<file path="src/rtl/srqd_pkg.sv">
package srqd_pkg;

  // Strobes from control to datapath.
  typedef struct packed {
    logic lineCount;
    logic lineFlush;
    logic vbusCount;
    logic vbusFlush;
    logic setFlag;
    logic clearFlag;
  } srqd_strobe_t;

  // Status from datapath to control.
  typedef struct packed {
    logic lineHigh;
    logic lineAtLast;
    logic vbusHigh;
    logic vbusRise;
    logic vbusAtLast;
  } srqd_status_t;

endpackage

</file>
<file path="src/rtl/srqd_dpath.sv">
module srqd_dpath
  import srqd_pkg::*;
#(
  parameter int LINE_MIN_TICKS = 5,
  parameter int VBUS_MIN_TICKS = 1,
  parameter int SYNC_DEPTH     = 2,
  parameter int CNT_W          = 3
) (
  input  logic             clk,
  input  logic             rstN,
  input  logic             dpRaw,
  input  logic             dmRaw,
  input  logic             vbusRaw,
  input  srqd_strobe_t     strobe,
  output srqd_status_t     status,
  output logic [CNT_W-1:0] lineCnt,
  output logic [CNT_W-1:0] vbusCnt,
  output logic             reqDetected
);

  localparam int NUM_IN = 3;
  localparam logic [CNT_W-1:0] LINE_LAST = CNT_W'(LINE_MIN_TICKS - 1);
  localparam logic [CNT_W-1:0] LINE_TOP  = CNT_W'(LINE_MIN_TICKS);
  localparam logic [CNT_W-1:0] VBUS_LAST = CNT_W'(VBUS_MIN_TICKS - 1);
  localparam logic [CNT_W-1:0] VBUS_TOP  = CNT_W'(VBUS_MIN_TICKS);

  logic [NUM_IN-1:0] rawIn;
  logic [NUM_IN-1:0] syncOut;
  logic              vbusPrev;

  assign rawIn = {vbusRaw, dmRaw, dpRaw};

  // One synchronizer chain per input.
  for (genvar gi = 0; gi < NUM_IN; gi++) begin : g_sync
    logic [SYNC_DEPTH-1:0] chain;
    always_ff @(posedge clk or negedge rstN) begin
      if (!rstN) chain <= '0;
      else       chain <= {chain[SYNC_DEPTH-2:0], rawIn[gi]};
    end
    assign syncOut[gi] = chain[SYNC_DEPTH-1];
  end

  always_ff @(posedge clk or negedge rstN) begin
    if (!rstN) vbusPrev <= 1'b0;
    else       vbusPrev <= syncOut[2];
  end

  // Line-high width counter, saturating at its limit.
  always_ff @(posedge clk or negedge rstN) begin
    if (!rstN)                                    lineCnt <= '0;
    else if (strobe.lineFlush)                    lineCnt <= '0;
    else if (strobe.lineCount && lineCnt != LINE_TOP) lineCnt <= lineCnt + 1'b1;
  end

  // VBUS-valid width counter, saturating at its limit.
  always_ff @(posedge clk or negedge rstN) begin
    if (!rstN)                                    vbusCnt <= '0;
    else if (strobe.vbusFlush)                    vbusCnt <= '0;
    else if (strobe.vbusCount && vbusCnt != VBUS_TOP) vbusCnt <= vbusCnt + 1'b1;
  end

  // Sticky flag: a set wins over a clear.
  always_ff @(posedge clk or negedge rstN) begin
    if (!rstN)                 reqDetected <= 1'b0;
    else if (strobe.setFlag)   reqDetected <= 1'b1;
    else if (strobe.clearFlag) reqDetected <= 1'b0;
  end

  always_comb begin
    status.lineHigh   = syncOut[0] | syncOut[1];
    status.lineAtLast = (lineCnt == LINE_LAST);
    status.vbusHigh   = syncOut[2];
    status.vbusRise   = syncOut[2] & ~vbusPrev;
    status.vbusAtLast = (vbusCnt == VBUS_LAST);
  end

endmodule

</file>
<file path="src/rtl/srqd_ctrl.sv">
module srqd_ctrl
  import srqd_pkg::*;
(
  input  logic         clk,
  input  logic         rstN,
  input  logic         msTick,
  input  logic         detEnable,
  input  logic         detSelLine,
  input  logic         aDrivesVbus,
  input  logic         clearReq,
  input  srqd_status_t status,
  output srqd_strobe_t strobe
);

  logic enPrev;
  logic selPrev;
  logic vbusArmed;
  logic modeChange;
  logic lineActive;
  logic vbusActive;
  logic vbusKeep;
  logic vbusRun;
  logic lineRun;

  always_ff @(posedge clk or negedge rstN) begin
    if (!rstN) begin
      enPrev  <= 1'b0;
      selPrev <= 1'b0;
    end else begin
      enPrev  <= detEnable;
      selPrev <= detSelLine;
    end
  end

  always_comb begin
    modeChange = (detEnable != enPrev) || (detSelLine != selPrev);
    lineActive = detEnable & detSelLine & ~modeChange;
    vbusActive = detEnable & ~detSelLine & ~modeChange;
    lineRun    = lineActive & status.lineHigh;
    vbusKeep   = vbusActive & status.vbusHigh & ~aDrivesVbus;
    vbusRun    = vbusKeep & vbusArmed;
  end

  // Arm on a VBUS rise the A-device did not cause; disarm when the conditions drop.
  always_ff @(posedge clk or negedge rstN) begin
    if (!rstN)          vbusArmed <= 1'b0;
    else if (!vbusKeep) vbusArmed <= 1'b0;
    else if (status.vbusRise) vbusArmed <= 1'b1;
  end

  always_comb begin
    strobe.lineFlush = ~lineRun;
    strobe.lineCount = lineRun & msTick;
    strobe.vbusFlush = ~vbusRun;
    strobe.vbusCount = vbusRun & msTick;
    strobe.setFlag   = (strobe.lineCount & status.lineAtLast)
                     | (strobe.vbusCount & status.vbusAtLast);
    strobe.clearFlag = clearReq;
  end

endmodule

</file>
<file path="src/rtl/otg_sreq_detect.sv">
module otg_sreq_detect
  import srqd_pkg::*;
#(
  parameter int LINE_MIN_TICKS = 5,
  parameter int VBUS_MIN_TICKS = 1,
  parameter int SYNC_DEPTH     = 2
) (
  input  logic clk,
  input  logic rstN,
  input  logic msTick,
  input  logic detEnable,
  input  logic detSelLine,
  input  logic aDrivesVbus,
  input  logic dpRaw,
  input  logic dmRaw,
  input  logic vbusRaw,
  input  logic clearReq,
  output logic reqDetected
);

  localparam int MAX_TICKS = (LINE_MIN_TICKS > VBUS_MIN_TICKS) ? LINE_MIN_TICKS : VBUS_MIN_TICKS;
  localparam int CNT_W     = $clog2(MAX_TICKS + 1);

  srqd_strobe_t     strobe;
  srqd_status_t     status;
  logic [CNT_W-1:0] lineCnt;
  logic [CNT_W-1:0] vbusCnt;

  srqd_ctrl u_ctrl (
    .clk(clk), .rstN(rstN), .msTick(msTick), .detEnable(detEnable),
    .detSelLine(detSelLine), .aDrivesVbus(aDrivesVbus), .clearReq(clearReq),
    .status(status), .strobe(strobe)
  );

  srqd_dpath #(
    .LINE_MIN_TICKS(LINE_MIN_TICKS), .VBUS_MIN_TICKS(VBUS_MIN_TICKS),
    .SYNC_DEPTH(SYNC_DEPTH), .CNT_W(CNT_W)
  ) u_dpath (
    .clk(clk), .rstN(rstN), .dpRaw(dpRaw), .dmRaw(dmRaw), .vbusRaw(vbusRaw),
    .strobe(strobe), .status(status), .lineCnt(lineCnt), .vbusCnt(vbusCnt),
    .reqDetected(reqDetected)
  );

endmodule

</file>
<file path="config.mk">
export PLATFORM = sky130hd
export DESIGN_NAME = otg_sreq_detect
export DESIGN_NICKNAME = d
export VERILOG_FILES = /design/src/rtl/srqd_pkg.sv /design/src/rtl/srqd_dpath.sv /design/src/rtl/srqd_ctrl.sv /design/src/rtl/otg_sreq_detect.sv
export SDC_FILE = /design/constraint.sdc
export NUM_CORES = 1
export LEC_CHECK = 0
export BUFFER_PORTS_ARGS = -buffer_cell sky130_fd_sc_hd__buf_2
export CORE_MARGIN = 3
export CORE_UTILIZATION = 47
export CTS_CLUSTER_SIZE = 40
export DETAILED_ROUTE_END_ITERATION = 16
export GPL_TIMING_DRIVEN = 1
export PLACE_DENSITY_LB_ADDON = 0.05
export SKIP_CTS_REPAIR_TIMING = 1
export SYNTH_ARGS = -nofsm -noshare
export SYNTH_HDL_FRONTEND = slang
export SYNTH_SLANG_ARGS = --single-unit
</file>
<file path="constraint.sdc">
create_clock -name clk -period 1.3 [get_ports clk]
set_clock_uncertainty 0.15 [all_clocks]
set_input_delay 0.195 -clock clk [delete_from_list [all_inputs] [get_ports clk]]
set_output_delay 0.195 -clock clk [all_outputs]
set_load 0.005 [all_outputs]
</file>
# == Word level (Yosys, flattened, before mapping) ==
# Cells that the tools add are included.
# word_totals
reg_bits,17
in_bits,10
output_inout_bits,1
word_cells,52
# classes
add_sub_neg,2
n_eq_ne,8
muxes,8
bitwise_logic,19
n_reduce_logical,5
# ops
op,count
$and 1x1->1,13
$mux 3,4
$add 3x1->3 const B,2
$mux 1,4
$ne 2x1->1 const B,2
$not 1->1,4
$eq 3x3->1 const B,1
$logic_not 3->1,1
$ne 3x1->1 const B,1
$ne 3x3->1 const B,1
$logic_and 1x1->1,2
$ne 1x1->1,2
$ne 2x2->1 const B,1
$or 1x1->1,2
$reduce_bool 2->1,1
$logic_or 1x1->1,1

# == Longest topological paths before layout ==
# logic_depth
depth_word,11
ltp_mapped,5
mapped_depth_nobuf,5

# == By module ==
# Synthesis repeated with hierarchy kept, for this count alone.
# unflattened
hier_cells,68
hier_area_um2,794.5
# by_module_without_submodules
mod,n_inst,cells_each,area_each_um2
srqd_dpath,1,51,628.1
srqd_ctrl,1,17,166.4

# == Least setup slack after synthesis ==
# OpenSTA, ideal clock, no wires.
# synth_path
path_type,register -> register
start,register u_dpath.vbusCnt[0]
end,register u_dpath.vbusCnt[0]
arrival_ns,1.155
t_required_ns,1.072
slack_ns,-0.083
path_stages_with_launch,5
path_cell_list,dfrtp_1 -> ha_1 -> nor2b_1 -> or3_1 -> a21oi_1
# synth_between
elab_chain_len,3
# synth_lines
element,line_no,text
from (decl),srqd_dpath.sv:17,"output logic [CNT_W-1:0] vbusCnt,"
from (signal assigned),srqd_dpath.sv:59,else if (strobe.vbusCount && vbusCnt != VBUS_TOP) vbusCnt <= vbusCnt + 1'b1;
$add 3x1->3 or $ne 3x1->1 (tied branches),srqd_dpath.sv:59,
$mux 3 or $logic_and 1x1->1 (tied branches),srqd_dpath.sv:59,
$mux 3 or $ne 2x1->1 (tied branches),-,
# Several ways; a longest one is shown, not always the timed one. The select of a mux whose other input is x is not followed.
# A chain may end at the register's enable or synchronous reset.

# == Worst setup path in the final report ==
# Same ends and word-level chain as after synthesis.

==> results.txt <==
final hold slack: 0.0121 ns
syn nets: 75
# setup viols final: 4
fin crit share: 108%
fin nets: 105
DR WL/cell: 12.8 um
Slew Limit Fails: 0
Post-Syn Area: 739 sq um
synthesis-to-finish area growth: 44.0%
final wirelength: 1320 um
sequential share of the synthesized area: 57.5%
CP Data Arrival Time: 1.48 ns
WHS Path Cells: 3
Static Leak: 0.478 nW
Root Buffer: clkbuf_4
max-cap violations: 0
Clk Latency, worst-skew pair: 0.29 ns
Final ANT Viol Nets: 0
Worst VDD drop: 0.972 mV
RR Endpoint: u_dpath.vbusCnt[0]
Reg-to-Reg Start: u_dpath.vbusCnt[0]
first-pass GRT wire length: 1990 um
Worst Max-Slew Pin Slew: 0.365 ns
initial antenna violation count: 0
Post-Place Worst Slack: -0.0655 ns
HP Start: detEnable
vias in the first global route: 468
vias: 538
cell count after synthesis: 59
Worst R2R Path Depth: 4
Via-to-Cell Ratio: 5.22
commonest non-fill, non-tap cell in the layout: dfrtp_1
setup_tns: -0.224 ns
failing checks: negative setup slack
Crit Path Category: flop to flop
Final Hold Vio Count: 0
clock-pin slew on the worst setup and hold paths: 0.10 ns
drt drc: 0
DR pass1 iterations: 2
power share of the combinational group: 7.3%
net switching power: 0.207 mW
R2R Setup Slk: -0.10 ns
Post-Syn Area per Cell: 12.5 sq um
CP max FO: 4
largest net degree at the start of global routing: 18
internal power: 0.696 mW
most frequent cells in the layout: dfrtp_1, buf_2, dlygate4sd3_1, buf_4
Die Ht: 45.7 um
Total Die Area: 2090 sq um
CORE AREA: 1380 sq um
YS warnings: 0
gpl congestion: 0.717
DP Cell Count: 91
global route total overflow: 0
port bufs: 10
Switching Fraction: 23.0%
worst min path class: input port to flop
number of antenna diodes: 0
Fmax: 712 MHz
status: finished, violations left
total track usage: 13.6%
chip width: 45.7 um
DP Wirelength: 854 um
Reg power frac: 61.0%
CP Launch Type: flop
PnR worst setup slack: -0.104 ns
CTS tree: built
starting density of the core: 53.5%
total CTS buffers: 3
1st-iter DRT viols: 3
layout cells sized above 1: 45.5%
floorplan row count: 13
Worst setup EP type: flop
min cycle time layout: 1.40 ns
Clock power frac: 31.7%
H-tree depth: 1
post-synth cell types: 23
unrepaired setup endpoints after global routing: true
Pwr Total: 0.903 mW
I/O Pins: 11
Synth Register Bits: 17
clk sink count: 17
Power Dens Cells: 848 nW/um^2
CTS max path bufs: 2
Worst slew margin: 75.7%
Layout Cells excl Fill: 103
Hold EP: u_ctrl.vbusArmed
Req. time, crit path: 1.38 ns
sequential cells by signal, indices dropped and copies added, names as in the netlist:
| name | flops |
|---|---|
| u_dpath.g_sync.chain | 6 |
| u_dpath.vbusCnt | 3 |
| u_ctrl.selPrev | 1 |
| u_ctrl.enPrev | 1 |
| u_dpath.vbusPrev | 1 |
| u_dpath.reqDetected | 1 |
| u_dpath.lineCnt | 3 |
| u_ctrl.vbusArmed | 1 |
critical path: stages, from the launching register on:
cell and delay, ns:
dfrtp_1 0.44, ha_4 0.18, nor2b_4 0.13, or3_1 0.33
a21oi_2 0.12
kinds of logic (layout without fill, tap and decap cells):
| logic type | after synthesis | after routing | share of synthesized area [%] |
|---|---|---|---|
| compound gates | 10 | 10 | 8.97 |
| xor+xnor | 1 | 1 | 1.18 |
| fa+ha+maj | 6 | 6 | 10.2 |
| buf+inv | 6 | 35 | 3.05 |
| flops | 17 | 17 | 57.5 |
| mux | 2 | 2 | 2.71 |
| simple gates | 17 | 17 | 16.4 |
through the flow:
| step | instance area [sq um] | util [%] |
|---|---|---|
| after CTS | 897 | 64.9 |
| after global placement | 867 | 62.7 |
| after detailed placement | 867 | 62.7 |
| after global routing | 1060 | 77.0 |
| after floorplan | 746 | - |
| final | 1060 | 77.0 |
routing by layer:
metal,vias up,wire [um],GRT usage [%]
li1,262,-,-
met1,261,569,16.7
met2,15,658,21.7
met3,0,87,7.11
met4,0,0,1.75
met5,-,0,0
cells in the mapped netlist:
cell | number | area share (%)
nand2_1 | 2 | 1.0
nor2b_1 | 1 | 0.85
and4b_1 | 1 | 1.4
dfrtp_1 | 17 | 58
nand4_2 | 1 | 1.7
a21boi_1 | 1 | 1.0
or3_1 | 1 | 0.85
o311ai_2 | 1 | 2.2
nand3_1 | 1 | 0.68
nor2_1 | 4 | 2.0
a21oi_1 | 4 | 2.7
nor3_1 | 1 | 0.68
and3_1 | 1 | 0.85
inv_1 | 6 | 3.0
and4_2 | 1 | 1.4
xnor2_1 | 1 | 1.2
mux2i_1 | 2 | 2.7
nor4b_4 | 1 | 3.2
nand3b_1 | 1 | 1.0
o211ai_1 | 1 | 1.0
ha_1 | 6 | 10
nand2b_1 | 1 | 0.85
o21ai_0 | 3 | 2.0
cell type report:
cell class              count  area [sq um]
fillers                    89           318
multi-input cells          36           379
flip-flops and latches     17           425
clock buffers               3          22.5
well taps                  15          18.8
inverters                   6          22.5
clock inverters             1          7.51
repair buffers             25           189
worst max-delay path by stage:
| stage | startpoint | end | slack (ns) |
|---|---|---|---|
| final | u_dpath.vbusCnt[0] | u_dpath.vbusCnt[0] | -0.10 |
| after global routing | u_dpath.lineCnt[0] | u_dpath.reqDetected | -0.16 |
| after CTS | u_dpath.vbusCnt[1] | u_dpath.vbusCnt[0] | -0.1 |
| after detailed placement | u_dpath.vbusCnt[1] | u_dpath.vbusCnt[0] | -0.07 |
| after global placement | u_ctrl.selPrev | u_dpath.vbusCnt[1] | -0.04 |
| after floorplan | u_dpath.vbusCnt[0] | u_dpath.vbusCnt[0] | -0.03 |
power groups by stage:
stage / combinational (mW) / sequential (mW) / clock, mW
2_1_floorplan: 0.0145 / 0.560 / 0
3_3_place_gp: 0.0471 / 0.561 / 0
3_5_place_dp: 0.0485 / 0.561 / 0
4_1_cts: 0.0485 / 0.551 / 0.302
5_1_grt: 0.0737 / 0.553 / 0.320
6_report: 0.0661 / 0.551 / 0.287
Power figures use the tool's default switching activity.
